--- src/rtl/acc_cpu_pkg.sv ---
package acc_cpu_pkg;

    localparam int OPC_W = 4;

    typedef enum logic [OPC_W-1:0] {
        OP_HALT  = 4'h0,
        OP_LOAD  = 4'h1,
        OP_STORE = 4'h2,
        OP_ADD   = 4'h3,
        OP_SUB   = 4'h4,
        OP_AND   = 4'h5,
        OP_OR    = 4'h6,
        OP_NOT   = 4'h7,
        OP_SHL   = 4'h8,
        OP_SHR   = 4'h9,
        OP_CMP   = 4'hA,
        OP_JMP   = 4'hB,
        OP_JNE   = 4'hC,
        OP_RSV_D = 4'hD,
        OP_RSV_E = 4'hE,
        OP_RSV_F = 4'hF
    } opcode_e;

    typedef enum logic [3:0] {
        S_FETCH_ADDR  = 4'd0,
        S_FETCH_READ  = 4'd1,
        S_FETCH_LATCH = 4'd2,
        S_DECODE      = 4'd3,
        S_OPND_READ   = 4'd4,
        S_EXECUTE     = 4'd5,
        S_STORE_STAGE = 4'd6,
        S_STORE_WRITE = 4'd7,
        S_HALT        = 4'd8
    } state_e;

    typedef struct packed {
        logic mar_from_pc;
        logic mar_from_opnd;
        logic pc_inc;
        logic pc_load;
        logic mdr_from_mem;
        logic mdr_from_acc;
        logic cir_load;
        logic acc_load;
        logic flag_load;
        logic mem_we;
    } ctl_t;

endpackage

--- src/rtl/acc_cpu_alu.sv ---
module acc_cpu_alu
    import acc_cpu_pkg::*;
#(
    parameter int DATA_W = 8
) (
    input  opcode_e             op,
    input  logic [DATA_W-1:0]   acc,
    input  logic [DATA_W-1:0]   opnd,
    output logic [DATA_W-1:0]   result,
    output logic                zero
);

    logic [DATA_W-1:0] diff;

    always_comb begin
        diff = acc - opnd;
        zero = (diff == '0);
        case (op)
            OP_LOAD: result = opnd;
            OP_ADD:  result = acc + opnd;
            OP_SUB:  result = diff;
            OP_AND:  result = acc & opnd;
            OP_OR:   result = acc | opnd;
            OP_NOT:  result = ~acc;
            OP_SHL:  result = {acc[DATA_W-2:0], 1'b0};
            OP_SHR:  result = {1'b0, acc[DATA_W-1:1]};
            default: result = acc;
        endcase
    end

endmodule

--- src/rtl/acc_cpu_ctrl.sv ---
module acc_cpu_ctrl
    import acc_cpu_pkg::*;
(
    input  logic    clk,
    input  logic    rst,
    input  opcode_e op,
    input  logic    zflag,
    output ctl_t    ctl,
    output logic    halted
);

    state_e state_q;
    state_e state_d;

    // State register
    always_ff @(posedge clk) begin
        if (rst) begin
            state_q <= S_FETCH_ADDR;
        end else begin
            state_q <= state_d;
        end
    end

    // Next state and control strobes
    always_comb begin
        ctl     = '0;
        state_d = state_q;
        unique case (state_q)
            S_FETCH_ADDR: begin
                ctl.mar_from_pc = 1'b1;
                state_d         = S_FETCH_READ;
            end
            S_FETCH_READ: begin
                ctl.mdr_from_mem = 1'b1;
                ctl.pc_inc       = 1'b1;
                state_d          = S_FETCH_LATCH;
            end
            S_FETCH_LATCH: begin
                ctl.cir_load = 1'b1;
                state_d      = S_DECODE;
            end
            S_DECODE: begin
                case (op)
                    OP_HALT: state_d = S_HALT;
                    OP_LOAD, OP_ADD, OP_SUB, OP_AND, OP_OR, OP_CMP: begin
                        ctl.mar_from_opnd = 1'b1;
                        state_d           = S_OPND_READ;
                    end
                    OP_STORE: begin
                        ctl.mar_from_opnd = 1'b1;
                        state_d           = S_STORE_STAGE;
                    end
                    OP_NOT, OP_SHL, OP_SHR: state_d = S_EXECUTE;
                    OP_JMP: begin
                        ctl.pc_load = 1'b1;
                        state_d     = S_FETCH_ADDR;
                    end
                    OP_JNE: begin
                        ctl.pc_load = ~zflag;
                        state_d     = S_FETCH_ADDR;
                    end
                    default: state_d = S_FETCH_ADDR;
                endcase
            end
            S_OPND_READ: begin
                ctl.mdr_from_mem = 1'b1;
                state_d          = S_EXECUTE;
            end
            S_EXECUTE: begin
                if (op == OP_CMP) begin
                    ctl.flag_load = 1'b1;
                end else begin
                    ctl.acc_load = 1'b1;
                end
                state_d = S_FETCH_ADDR;
            end
            S_STORE_STAGE: begin
                ctl.mdr_from_acc = 1'b1;
                state_d          = S_STORE_WRITE;
            end
            S_STORE_WRITE: begin
                ctl.mem_we = 1'b1;
                state_d    = S_FETCH_ADDR;
            end
            S_HALT: state_d = S_HALT;
            default: state_d = S_FETCH_ADDR;
        endcase
    end

    assign halted = (state_q == S_HALT);

endmodule

--- src/rtl/acc_cpu_dpath.sv ---
module acc_cpu_dpath
    import acc_cpu_pkg::*;
#(
    parameter int DATA_W = 8,
    parameter int ADDR_W = 4
) (
    input  logic              clk,
    input  logic              rst,
    input  ctl_t              ctl,
    input  logic [DATA_W-1:0] mem_rdata,
    input  logic [DATA_W-1:0] alu_result,
    input  logic              alu_zero,
    output logic [ADDR_W-1:0] pc,
    output logic [ADDR_W-1:0] mar,
    output logic [DATA_W-1:0] mdr,
    output opcode_e           op,
    output logic [DATA_W-1:0] acc,
    output logic              zflag
);

    localparam int OP_W = DATA_W - ADDR_W;

    logic [DATA_W-1:0] cir_q;
    logic [ADDR_W-1:0] opnd_addr;

    assign opnd_addr = cir_q[ADDR_W-1:0];
    assign op        = opcode_e'(cir_q[DATA_W-1 -: OP_W]);

    // Program counter
    always_ff @(posedge clk) begin
        if (rst) begin
            pc <= '0;
        end else if (ctl.pc_load) begin
            pc <= opnd_addr;
        end else if (ctl.pc_inc) begin
            pc <= pc + 1'b1;
        end
    end

    // Memory address register
    always_ff @(posedge clk) begin
        if (rst) begin
            mar <= '0;
        end else if (ctl.mar_from_pc) begin
            mar <= pc;
        end else if (ctl.mar_from_opnd) begin
            mar <= opnd_addr;
        end
    end

    // Memory data register
    always_ff @(posedge clk) begin
        if (rst) begin
            mdr <= '0;
        end else if (ctl.mdr_from_mem) begin
            mdr <= mem_rdata;
        end else if (ctl.mdr_from_acc) begin
            mdr <= acc;
        end
    end

    // Current instruction register
    always_ff @(posedge clk) begin
        if (rst) begin
            cir_q <= '0;
        end else if (ctl.cir_load) begin
            cir_q <= mdr;
        end
    end

    // Accumulator and zero flag
    always_ff @(posedge clk) begin
        if (rst) begin
            acc   <= '0;
            zflag <= 1'b0;
        end else begin
            if (ctl.acc_load) begin
                acc <= alu_result;
            end
            if (ctl.flag_load) begin
                zflag <= alu_zero;
            end
        end
    end

endmodule

--- src/rtl/accum_fx_cpu.sv ---
module accum_fx_cpu
    import acc_cpu_pkg::*;
#(
    parameter int DATA_W = 8,
    parameter int ADDR_W = 4
) (
    input  logic              clk,
    input  logic              rst,
    output logic [ADDR_W-1:0] mem_addr,
    output logic [DATA_W-1:0] mem_wdata,
    input  logic [DATA_W-1:0] mem_rdata,
    output logic              mem_we,
    output logic [ADDR_W-1:0] dbg_pc,
    output logic [DATA_W-1:0] dbg_acc,
    output logic              halted
);

    ctl_t              ctl;
    opcode_e           op;
    logic              zflag;
    logic [ADDR_W-1:0] pc;
    logic [ADDR_W-1:0] mar;
    logic [DATA_W-1:0] mdr;
    logic [DATA_W-1:0] acc;
    logic [DATA_W-1:0] alu_result;
    logic              alu_zero;

    acc_cpu_ctrl u_ctrl (
        .clk    (clk),
        .rst    (rst),
        .op     (op),
        .zflag  (zflag),
        .ctl    (ctl),
        .halted (halted)
    );

    acc_cpu_dpath #(
        .DATA_W (DATA_W),
        .ADDR_W (ADDR_W)
    ) u_dpath (
        .clk        (clk),
        .rst        (rst),
        .ctl        (ctl),
        .mem_rdata  (mem_rdata),
        .alu_result (alu_result),
        .alu_zero   (alu_zero),
        .pc         (pc),
        .mar        (mar),
        .mdr        (mdr),
        .op         (op),
        .acc        (acc),
        .zflag      (zflag)
    );

    acc_cpu_alu #(
        .DATA_W (DATA_W)
    ) u_alu (
        .op     (op),
        .acc    (acc),
        .opnd   (mdr),
        .result (alu_result),
        .zero   (alu_zero)
    );

    assign mem_addr  = mar;
    assign mem_wdata = mdr;
    assign mem_we    = ctl.mem_we;
    assign dbg_pc    = pc;
    assign dbg_acc   = acc;

endmodule

--- config.mk ---
export PLATFORM = sky130hd
export DESIGN_NAME = accum_fx_cpu
export DESIGN_NICKNAME = d
export VERILOG_FILES = /design/src/rtl/acc_cpu_pkg.sv /design/src/rtl/acc_cpu_alu.sv /design/src/rtl/acc_cpu_ctrl.sv /design/src/rtl/acc_cpu_dpath.sv /design/src/rtl/accum_fx_cpu.sv
export SDC_FILE = /design/constraint.sdc
export NUM_CORES = 1
export LEC_CHECK = 0
export BUFFER_PORTS_ARGS = -buffer_cell sky130_fd_sc_hd__buf_4
export CORE_ASPECT_RATIO = 2
export CORE_MARGIN = 4
export CORE_UTILIZATION = 55
export DETAILED_ROUTE_END_ITERATION = 8
export PLACE_DENSITY_LB_ADDON = 0.2
export SLEW_MARGIN = 20
export SYNTH_ARGS = -nofsm -noshare
export SYNTH_HDL_FRONTEND = slang
export SYNTH_SLANG_ARGS = --single-unit
--- constraint.sdc ---
create_clock -name clk -period 3 [get_ports clk]
set_clock_uncertainty 0.15 [all_clocks]
set_input_delay 0.6 -clock clk [delete_from_list [all_inputs] [get_ports clk]]
set_output_delay 0.6 -clock clk [all_outputs]
set_load 0.1 [all_outputs]
* Word level (Yosys, flattened, before mapping)
Index checks and enable logic that the tools add are counted.
** Word-level totals
- Flip-flop bits (word level) :: 37
- Bits in latches :: 0
- Bits in writable memories :: 0
- Memory bits (read-only) :: 0
- Bits of input ports :: 10
- Memories kept :: 0
** Operators by class
- $add $sub $neg :: 3
- Multiply operators :: 0
- Divide/modulo/power cells :: 0
- Magnitude comparators :: 0
- Equality and inequality tests :: 20
- Shift-type cells :: 0
- Mux-type cells :: 22
- Bitwise gates (word level) :: 4
- Reductions and logical operators :: 12
** Operators with widths (count)
- $pmux W8 S8 :: 1
- $eq A4 B3 Y1 const B :: 8
- $pmux W4 S7 :: 1
- $eq A4 B4 Y1 const B :: 6
- $eq A4 B2 Y1 const B :: 4
- $mux W4 :: 4
- $mux W8 :: 2
- $pmux W4 S4 :: 1
- $mux W1 :: 11
- $add A8 B8 Y8 :: 1
- $and A8 B8 Y8 :: 1
- $eq A4 B1 Y1 const B :: 2
- $logic_not A4 Y1 :: 2
- $logic_not A8 Y1 :: 1
- $not A8 Y8 :: 1
- $or A8 B8 Y8 :: 1
- $reduce_bool A8 Y1 :: 1
- $sub A8 B8 Y8 :: 1
- $reduce_or A7 Y1 :: 1
- $reduce_bool A2 Y1 :: 3
- $reduce_or A6 Y1 :: 1
- $add A4 B1 Y4 const B :: 1
- $reduce_or A3 Y1 :: 1
- $mux W2 :: 1
- 4 further kinds :: 4

* Depth between registers and ports, before layout
Gate-level depths: netlist (run 1).
- Word-level depth :: 6
- Gate-level depth with buffers :: 10

* Cells and area by module
Synthesis (run 1) repeated with hierarchy kept, for this count alone.
** Unflattened totals
- Cell total of the unflattened synthesis :: 425
- Area, all modules :: 3493.4 um^2
** Modules (own cells, without submodules)
- acc_cpu_alu :: instances 1, cells each 237, area an instance 1641.6 um^2, sequential area each 0.0 um^2
- acc_cpu_dpath :: instances 1, cells each 134, area an instance 1430.1 um^2, sequential area each 660.6 um^2
- acc_cpu_ctrl :: instances 1, cells each 54, area an instance 421.7 um^2, sequential area each 80.1 um^2

* Worst setup path before layout (run 1)
OpenSTA, ideal clock, no wires.
- Path type :: register -> output
- Start point :: reg u_ctrl.state_q[3]
- End point :: out halted
- Arrival time :: 4.062 ns
- Slack :: -1.812 ns
- Stages on the path, launching flop included :: 4
- Path through :: dfxtp_1 -> clkbuf_1 -> clkbuf_1 -> nor4b_1
** On the way
- Word-level cells in the longest chain between the ends :: 1
** Ends and longest elaborated chain
- start: declaration :: line acc_cpu_ctrl.sv:12 : state_e state_q;
- start signal: assignment :: line acc_cpu_ctrl.sv:20 : state_q <= state_d;
- $eq A4 B4 Y1 :: line acc_cpu_ctrl.sv:90 : assign halted = (state_q == S_HALT);
- end: declaration :: line accum_fx_cpu.sv:15 : output logic halted
Every way passes these cells.

* Worst setup path after layout (run 1)
- Start point :: reg u_dpath.acc[1]
- End point :: reg u_dpath.acc[7]
** On the way
- Word-level cells in the longest chain between the ends :: 2
- Elaborated cells on any way between the ends :: 3
- Those cells by class :: 2 x add/sub; 1 x mux
** Ends and longest elaborated chain
- start: declaration :: line acc_cpu_dpath.sv:17 : output logic [DATA_W-1:0] acc,
- start signal: assignment :: line acc_cpu_dpath.sv:78 : acc <= alu_result;
- $sub A8 B8 Y8 / $add A8 B8 Y8 (equally long branches) :: line acc_cpu_alu.sv:16, acc_cpu_alu.sv:20
- $pmux W8 S8 (*) :: line acc_cpu_alu.sv:18 : case (op)
Every way passes the cells marked *; elsewhere a longest branch is shown, timed or not.
A chain may end at the register's enable or synchronous reset.

==> results of run 1 <==
==> worst reg2reg max path: cells and delay by family, from the launching register on <==
kind	cells	cell delay (ps)
buf+inv	1	130
flops	1	460
compound gates	3	1100
simple gates	3	570
fa+ha+maj	1	330
==> cells in the final DEF (no fill, tap or decap), drive strengths merged, types with 4 or more instances in the layout <==
master and n:
mux2 5, o211ai 6, buf 50, a22oi 9
o2111ai 4, and2 4, nand2 36, ha 25
a211oi 18, nor2 52, o21ai 16, clkbuf 5
nor3 7, o221ai 5, o22ai 4, dfxtp 37
a21oi 38, nand2b 10, inv 27, xnor2 6
mux2i 9, a31oi 5
==> final cells by class <==
cell class	count	area (um^2)	area share, %
clock buffers	5	68.82	1.931
clock inverters	3	68.82	1.931
multi-input cells	315	2125	59.62
flip-flops and latches	37	753.2	21.14
well taps	60	75.07	2.107
inverters	26	97.59	2.739
repair buffers	50	375.4	10.53
==> state kept, by name, summed over array words and instances (netlist names) <==
signal,cells
u_dpath.mar,4
u_dpath.acc,8
u_dpath.cir_q,8
u_dpath.zflag,1
u_dpath.mdr,8
u_ctrl.state_q,4
u_dpath.pc,4
==> through the flow <==
stage	area, um^2	std cells
floorplan	3094	405
global placement	3426	488
detailed placement	3426	488
CTS	3563	496
global route	3563	496
finish	3563	496
==> power by group <==
group | switching, uW | internal, uW | leakage (uW)
logic | 303 | 137 | 0.00108
clock network | 204 | 335 | 0.0000687
registers | 34.5 | 516 | 0.000305
==> cell families (layout without fill, tap and decap cells) <==
family | count (synthesis) | in the layout | synth area share [%]
flip-flops | 37 | 37 | 24.15
AND/OR/NAND/NOR | 134 | 134 | 21.18
AO/OA/AOI/OAI | 131 | 131 | 28.76
XOR/XNOR | 9 | 9 | 2.571
multiplexers | 14 | 14 | 4.774
adder cells (fa/ha/maj) | 27 | 27 | 11.51
buffers and inverters | 53 | 84 | 7.058
==> worst paths after layout <==
kind / from / end / cells after the start
max reg2reg: u_dpath.acc[1] / u_dpath.acc[7] / 8
min reg2reg: u_dpath.cir_q[0] / u_dpath.cir_q[0] / 2
max: u_dpath.acc[1] / u_dpath.acc[7] / 8
min: u_dpath.cir_q[0] / u_dpath.cir_q[0] / 2
==> layer usage <==
layer  track usage, %  share of wire (%)
met1            36.31                 35
met2            51.61                 52
met3            5.663                5.9
met4            21.13                6.8
met5                0                  0
==> out/qor.yml, run 1 <==
cts_root_buf: "clkbuf_8"
slew_headroom_pct: 37.39
syn_avg_cell_area_um2: 7.572
vias: 3208
coreArea_um2: 5420
cpPeakStageDelay_ps: 680
drtIter0Drc: 230
post-synth-top-count-cell: "nor2_1"
cts.clk_slew.worst_paths_ps: 80
status: "finished clean"
p_leak_uw: 0.001455
cts-resized-gates: 0
diodes: 0
gp_congestion: 1.018
yosys_warnings: 0
end_kind: "flop"
cp_max_fo: 9
syn2layout_area_growth_pct: 16.20
critical_path_required_ps: 3090
syn_area_um2: 3067
grt_overflow: 0
synth_ff_type: "dfxtp_1"
post-dp-hpwl_um: 7649
dp_slack_ps: 295.3
io_buffers: 35
grt_max_degree: 39
clock_latency_ps: 310
ys_seq_elements: 37
synth_edf_count: 0
finalHoldViolations: 0
rsz0062_at_grt: "no"
final-setup-viol-count: 0
cts_hold_buf: 0
layout_setup_ws_ps: 214.8
final_antenna_net_count: 0
fin_setup_tns_ps: 0
power_density_nw_per_um2: 429.2
final_core_util_pct: 65.74
cts_tree: "built"
crit_path_start_kind: "flop"
cts-buffers-inserted: 5
netlist_top_cells_count: "52 x nor2_1, 38 x a21oi_1, 37 x dfxtp_1, 36 x nand2_1, 26 x inv_1"
gr-usage-all-layers_pct: 31.77
grt_antenna_before_repair: 0
fin_hold_ws_ps: 324.6
ys_seq_area_share_pct: 24.15
post_cts_buffers: 0
crit_chain: "inv_1 -> ha_1 -> nor2_1 -> o311ai_0 -> nor4_1 -> or3_1 -> o221a_2 -> o21ai_1"
drt_wl_total_um: 10190
maxCapViolCount: 0
fill_cells: 482
drc: 0
drv_slew: 0
drt-vias-per-instance: 6.468
cp_top_family: "compound AO/OA/AOI/OAI gates"
syn_nets: 442
io_pins: 36
dieArea_um2: 6907
cts_buffer_depth: 2
fmax_mhz: 359.0
synthDistinctLibCells: 61
wl_per_cell_um: 20.55
first_global_vias: 3062
synth_top_area_share_pct: 24.15
worst_pin_slew_ps: 929.4
min_path_type: "flop to flop"
cts_sinks: 37
syn_inst: 405
critical_path_buf_inv_count: 1
synth_area_leader_cell: "dfxtp_1"
drtPass1Iterations: 5
die_w_um: 60.80
totalPowerFinal_uw: 1530
die_h_um: 113.6
htree_levels: 2
critPathKind: "flop to flop"
async_flop_share_pct: 0
worstPathArrival_ps: 2880
core.rowCount: 38
ir_worst_vdd_mv: 0.3641
nNetsFinal: 472
min_period_over_period_pct: 92.84
synth.area.top_cells: "dfxtp_1 24%, ha_1 10%, nor2_1 6.4%"
layout-drive-gt1-share_pct: 18.58
start_util_pct: 56.58
grt_pass1_wl_um: 16260
min_period_ps: 2785
reg2reg_slack_ps: 210
crit_slowest_cell: "o311ai_0"
Note: power is estimated with default switching activity, not from simulation.
==> run 2, diff against run 1 <==
Settings changed: ABC_AREA set to 1, CTS_CLUSTER_SIZE set to 20.
==> run 2 against run 1 <==
Effect of this change: wire length decreased by 9.6%; highest routed layer unchanged; cell area decreased by 5.1%; first-iteration DRC count decreased by 13%; utilization decreased by 1.1 points.
==> out/qor.yml, run 2 <==
dieArea_um2: 6750  # was 6907 um^2
drv_slew: 0  # unchanged
min_period_ps: 2221  # was 2785 ps
cp_max_fo: 6  # was 9
ir_worst_vdd_mv: 0.4680  # was 0.3641 mV
synth_area_leader_cell: "dfxtp_1"  # unchanged
post-synth-top-count-cell: "nand2_1"  # was nor2_1
syn_nets: 506  # was 442
fin_setup_tns_ps: 0  # unchanged
die_h_um: 112.3  # was 113.6 um
final_antenna_net_count: 0  # unchanged
layout-drive-gt1-share_pct: 15.08  # was 18.58%
reg_top3: "u_dpath.acc: 8 flops, u_dpath.cir_q: 8 flops, u_dpath.mdr: 8 flops"  # unchanged
synth.area.top_cells: "dfxtp_1 25%, nand2_1 13%, ha_1 10%"  # was dfxtp_1 24%, ha_1 10%, nor2_1 6.4%
clock_latency_ps: 310  # about the same
post_cts_buffers: 0  # unchanged
cts-buffers-inserted: 5  # unchanged
final_cell_mix: "107 x nand2_1, 72 x inv_1, 52 x nor2_1, 37 x dfxtp_1, 35 x buf_4"  # was 52 x nor2_1, 50 x buf_4, 38 x a21oi_1, 36 x nand2_1, 27 x dfxtp_1
diodes: 0  # unchanged
grt_pass1_wl_um: 15060  # was 16,260 um
grt_max_degree: 24  # was 39
drc: 0  # unchanged
ys_seq_elements: 37  # unchanged
maxCapViolCount: 0  # unchanged
end_kind: "flop"  # unchanged
syn_avg_cell_area_um2: 6.373  # was 7.572 um^2
worst_pin_slew_ps: 631.1  # was 929.4 ps
synthDistinctLibCells: 40  # was 61
cp_top_family: "flip-flops"  # was compound AO/OA/AOI/OAI gates
synth_edf_count: 0  # unchanged
vias: 3175  # was 3,208
yosys_warnings: 0  # unchanged
gr-usage-all-layers_pct: 29.32  # was 31.77%
crit_chain: "inv_1 -> fa_1 -> xor2_1 -> nand2_1 -> nor2_1 -> nand2_1 -> nor2_1 -> nand4_1 -> a21oi_1"  # was inv_1 -> ha_1 -> nor2_1 -> o311ai_0 -> nor4_1 -> or3_1 -> o221a_2 -> o21ai_1
grt_overflow: 0  # unchanged
cts_sinks: 37  # unchanged
power_density_nw_per_um2: 435.8  # was 429.2 nW/um^2
min_period_over_period_pct: 74.04  # was 92.84%
p_leak_uw: 0.001650  # was 0.001455 uW
syn2layout_area_growth_pct: 13.10  # was 16.20%
cts_hold_buf: 0  # unchanged
synth_ff_type: "dfxtp_1"  # unchanged
cts.clk_slew.worst_paths_ps: 80  # about the same
drt_wl_total_um: 9213  # was 10,190 um
rsz0062_at_grt: "no"  # unchanged
min_path_type: "flop to flop"  # unchanged
io_buffers: 35  # unchanged
ys_seq_area_share_pct: 24.78  # was 24.15%
post-dp-hpwl_um: 7121  # was 7649 um
fmax_mhz: 450.2  # was 359.0 MHz
start_util_pct: 57.14  # was 56.58%
cts_buffer_depth: 2  # unchanged
status: "finished clean"  # unchanged
htree_levels: 2  # unchanged
slew_headroom_pct: 57.88  # was 37.39%
worstPathArrival_ps: 2320  # was 2880 ps
netlist_top_cells_count: "107 x nand2_1, 72 x inv_1, 52 x nor2_1, 37 x dfxtp_1, 33 x a21oi_1"  # was 52 x nor2_1, 38 x a21oi_1, 37 x dfxtp_1, 36 x nand2_1, 26 x inv_1
core.rowCount: 37  # was 38
first_global_vias: 3178  # was 3,062
cts_tree: "built"  # unchanged
coreArea_um2: 5231  # was 5420 um^2
io_pins: 36  # unchanged
syn_area_um2: 2989  # was 3067 um^2
synth_top_area_share_pct: 24.78  # was 24.15%
layout_commonest_cell: "nand2_1"  # was nor2_1
cpPeakStageDelay_ps: 500  # was 680 ps
critPathKind: "flop to flop"  # unchanged
crit_path_start_kind: "flop"  # unchanged
die_w_um: 60.13  # was 60.80 um
final-setup-viol-count: 0  # unchanged
reg2reg_slack_ps: 780  # was 210 ps
nNetsFinal: 540  # was 472
gp_congestion: 1.008  # was 1.018
cts_root_buf: "clkbuf_8"  # unchanged
drt-vias-per-instance: 5.649  # was 6.468
wl_per_cell_um: 16.39  # was 20.55 um
drtPass1Iterations: 5  # unchanged
fill_cells: 504  # was 482
critical_path_buf_inv_count: 1  # unchanged
crit_slowest_cell: "dfxtp_1"  # was o311ai_0
syn_inst: 469  # was 405
cts-resized-gates: 0  # unchanged
async_flop_share_pct: 0  # unchanged
critical_path_required_ps: 3100  # was 3090 ps
totalPowerFinal_uw: 1473  # was 1530 uW
drtIter0Drc: 199  # was 230
grt_antenna_before_repair: 0  # unchanged
finalHoldViolations: 0  # unchanged
run 2: changes by cell type after synthesis, moves of 9 or more:
cell      change
a22oi_1       -9
o21ai_0      +17
nand2b_1     -10
nand3_1      +29
clkbuf_1     -10
a211oi_1     -18
nand2_1      +71
inv_1        +46
mux2i_1       -9
run 2: routing by layer:
metal  up-vias  share of wire [%]  GRT usage, %  wire [um]
met1      1413                 34         29.99       3109
met4         0                6.4         20.41        593
met3        43                7.4         4.258        684
met5         -                  0             0          0
li1       1576                  -             -          -
met2       143                 52         51.23       4825
run 2: where the power goes:
group	switching [uW]	internal (uW)	leakage (uW)	total [uW]
combinational	400	139	0.00131	539
clock	212	161	0.0000439	373
sequential	36.3	525	0.000301	562
total	648	825	0.00165	1470
run 2: worst paths after layout:
path | from | end | cells after the start
setup / recovery | u_dpath.mdr[1] | u_dpath.zflag | 9
hold / removal | u_dpath.zflag | u_dpath.zflag | 2
setup reg to reg | u_dpath.mdr[1] | u_dpath.zflag | 9
hold reg to reg | u_dpath.zflag | u_dpath.zflag | 2
run 2: per-stage QoR:
stage / instance area, um^2 / instances / setup slack, ps / hold WS, ps / utilization (%)
floorplan: 3000 / 469 / 112.3 / 290.4 / -
global placement: 3294 / 554 / 831.6 / 304.9 / 62.98
CTS: 3381 / 562 / 762.8 / 328.0 / 64.63
detailed placement: 3294 / 554 / 798.4 / 315.4 / 62.98
global route: 3381 / 562 / 552.2 / 378.7 / 64.63
finish: 3381 / 562 / 778.7 / 329.0 / 64.63
run 2: worst min-delay path, cell delays in order (launching register included):
cell and delay [ps]:
dfxtp_1 320, nand2_1 60, a21oi_1 50
run 2: layout make-up:
| cell class | instances | area, um^2 | area share (%) |
|---|---|---|---|
| Sequential cell | 37 | 740.7 | 21.91 |
| Clock buffer | 5 | 68.82 | 2.036 |
| Multi-Input combinational cell | 345 | 1921 | 56.81 |
| Clock inverter | 3 | 17.52 | 0.5181 |
| Timing Repair Buffer | 35 | 262.8 | 7.772 |
| Tap cell | 58 | 72.57 | 2.147 |
| Inverter | 79 | 297.8 | 8.808 |
run 2: cell families after synthesis:
logic type	after synthesis	share of synthesized area, %
simple gates	220	32.65
compound gates	91	17.12
buf+inv	87	11.34
flops	37	24.78
fa+ha+maj	27	11.80
xor+xnor	4	1.172
mux	3	1.130
==> run 3, diff against run 2 <==
Settings changed: ABC_AREA 1 to 0, CORE_UTILIZATION 55 to 53.
Clock period 3 ns to 1.9 ns, I/O delays scaled along.
==> run 3 against run 2 <==
Effect of this change: the flow now finishes with violations (negative setup slack); worst setup slack got worse by 1300 ps; largest cell class unchanged; utilization rose by 22 points; worst hold slack got worse by 27 ps; die area rose by 5.8%; non-clock buffer count rose by 121.
==> out/qor.yml, run 3 (synthesized netlist as in run 1, its figures left out) <==
worst_r2r_path_depth: 9  # unchanged
reg_top3: "u_dpath.acc: 8 flops, u_dpath.cir_q: 8 flops, u_dpath.mdr: 8 flops"  # unchanged
critical_path_buf_inv_count: 4  # was 1
fin_hold_ws_ps: 302.4  # was 329.0 ps
crit_slowest_cell: "a2111oi_2"  # was dfxtp_1
vias: 3879  # was 3,175
critPathKind: "flop to flop"  # unchanged
crit_chain: "inv_2 -> buf_4 -> ha_1 -> o31ai_1 -> buf_4 -> o221ai_1 -> a2111oi_2 -> buf_4 -> a2111oi_0"  # was inv_1 -> fa_1 -> xor2_1 -> nand2_1 -> nor2_1 -> nand2_1 -> nor2_1 -> nand4_1 -> a21oi_1
cts_sinks: 37  # unchanged
min_path_cells: 2  # unchanged
multi_input_area_um2: 2484  # was 1921 um^2
clock_latency_ps: 290  # was 310 ps
totalPowerFinal_uw: 2660  # was 1473 uW
drt-vias-per-instance: 6.433  # was 5.649
final_cells: 603  # was 562
cts_root_buf: "clkbuf_16"  # was clkbuf_8
cp_max_fo: 3  # was 6
violations: "negative setup slack"
drc: 0  # unchanged
cts_buffer_depth: 2  # unchanged
reg2reg_slack_ps: -500  # was 780 ps
cts-buffers-inserted: 5  # unchanged
worstPathArrival_ps: 2410  # was 2320 ps
final_antenna_net_count: 0  # unchanged
critical_path_required_ps: 1910  # was 3100 ps
fmax_mhz: 417.1  # was 450.2 MHz
io_buffers: 35  # unchanged
min_path_type: "primary input to flop"  # was flop to flop
cts.clk_slew.worst_paths_ps: 60  # was 80 ps
core.rowCount: 39  # was 37
grt_pass1_wl_um: 17830  # was 15,060 um
coreArea_um2: 5660  # was 5231 um^2
grt_max_degree: 22  # was 24
status: "finished, violations left"  # was finished clean
drtPass1Iterations: 6  # was 5
finalHoldViolations: 0  # unchanged
rsz0062_at_grt: "yes"  # was no
nNetsFinal: 578  # was 540
syn2layout_area_growth_pct: 59.61  # was 13.10%
place_inst: 577  # was 554
fill_cells: 304  # was 504
r2r_end: "u_dpath.acc[3]"  # was u_dpath.zflag
crit_path_frequent_cell: "buf_4"
dieArea_um2: 7141  # was 6750 um^2
cts_hold_buf: 0  # unchanged
drt_wl_total_um: 13000  # was 9213 um
htree_levels: 2  # unchanged
wl_per_cell_um: 21.55  # was 16.39 um
layout_commonest_cell: "buf_4"  # was nand2_1
grt_overflow: 0  # unchanged
min_period_ps: 2397  # was 2221 ps
io_pins: 36  # unchanged
start_util_pct: 54.18  # was 57.14%
post-dp-hpwl_um: 8681  # was 7121 um
min_period_over_period_pct: 126.2  # was 74.04%
end_kind: "flop"  # unchanged
r2r-start: "u_dpath.mdr[1]"  # unchanged
die_w_um: 61.79  # was 60.13 um
gp_congestion: 1.009  # was 1.008
ir_worst_vdd_mv: 0.7562  # was 0.4680 mV
first_global_vias: 3749  # was 3,178
cts_tree: "built"  # unchanged
grt_antenna_before_repair: 0  # unchanged
cp_top_family: "compound AO/OA/AOI/OAI gates"  # was flip-flops
diodes: 0  # unchanged
crit_path_start_kind: "flop"  # unchanged
drtIter0Drc: 330  # was 199
min-delay-start: "rst"  # was u_dpath.zflag
drv_slew: 0  # unchanged
layout-drive-gt1-share_pct: 47.60  # was 15.08%
final-seq-area_um2: 807.0  # was 740.7 um^2
cpPeakStageDelay_ps: 430  # was 500 ps
power_density_nw_per_um2: 543.5  # was 435.8 nW/um^2
dp_slack_ps: -469.8  # was 798.4 ps
worst_pin_slew_ps: 499.4  # was 631.1 ps
slew_headroom_pct: 66.45  # was 57.88%
die_h_um: 115.6  # was 112.3 um
maxCapViolCount: 0  # unchanged
final_core_util_pct: 86.47  # was 64.63%
hold_path_end: "u_dpath.mdr[3]"  # was u_dpath.zflag
final-setup-viol-count: 9  # was 0
gr-usage-all-layers_pct: 33.66  # was 29.32%
p_leak_uw: 0.002112  # was 0.001650 uW
layout_setup_ws_ps: -497.4  # was 778.7 ps
final_cell_mix: "136 x buf_4, 45 x nor2_1, 34 x nand2_1, 33 x a21oi_1"  # was 107 x nand2_1, 72 x inv_1, 52 x nor2_1, 37 x dfxtp_1, 35 x buf_4
run 3: cell types whose count changed in the layout (fill, tap and decap cells not counted), sizes merged, moves of 17 or more:
| cell | previous run | this run |
|---|---|---|
| buf | 35 | 155 |
| nand2 | 115 | 36 |
| inv | 78 | 26 |
| nand3 | 33 | 2 |
| a211oi | 0 | 18 |
| o21ai | 33 | 16 |
run 3: area by class of cell:
cell class,count,area share [%]
Multi-Input combinational cell,315,50.74
Timing Repair Buffer,156,26.28
Sequential cell,37,16.49
Clock buffer,6,2.633
Inverter,26,2.096
Tap cell,61,1.559
Clock inverter,2,0.2045
run 3: per-stage QoR:
stage / instance area [um^2] / TNS [ps]
after floorplan: 3221 / -3653
after global placement: 4213 / -2972
after detailed placement: 4213 / -3138
after CTS: 4513 / -2399
after global routing: 4895 / -3943
final: 4895 / -2792
run 3: repair_timing:
| action | 4_1_cts | 5_1_grt |
|---|---|---|
| setup endpoints to repair | 13 | 36 |
| cloned | 0 | 1 |
| gates resized for setup | 29 | 61 |
| setup buffers | 7 | 11 |
| pin swaps | 12 | 22 |
run 3: per-layer routing:
layer | GRT usage [%] | share of wire, %
met5 | 0 | 0
met4 | 25.07 | 8.3
met3 | 5.909 | 5.4
met2 | 59.62 | 53
met1 | 32.35 | 33
run 3: report_power, final:
group / switching (uW) / total (uW) / internal [uW]
Sequential: 32.7 / 835 / 802
Combinational: 613 / 1010 / 394
Clock: 336 / 818 / 482
run 3: worst max path at each step:
stage,startpoint,endpoint,cells after the start
CTS,u_dpath.mdr[1],u_dpath.acc[3],9
global route,u_dpath.mdr[1],u_dpath.acc[3],9
detailed placement,u_dpath.acc[0],u_dpath.acc[6],10
finish,u_dpath.mdr[1],u_dpath.acc[3],9
floorplan,u_dpath.acc[0],u_dpath.acc[6],10
global placement,u_dpath.acc[0],u_dpath.acc[6],10
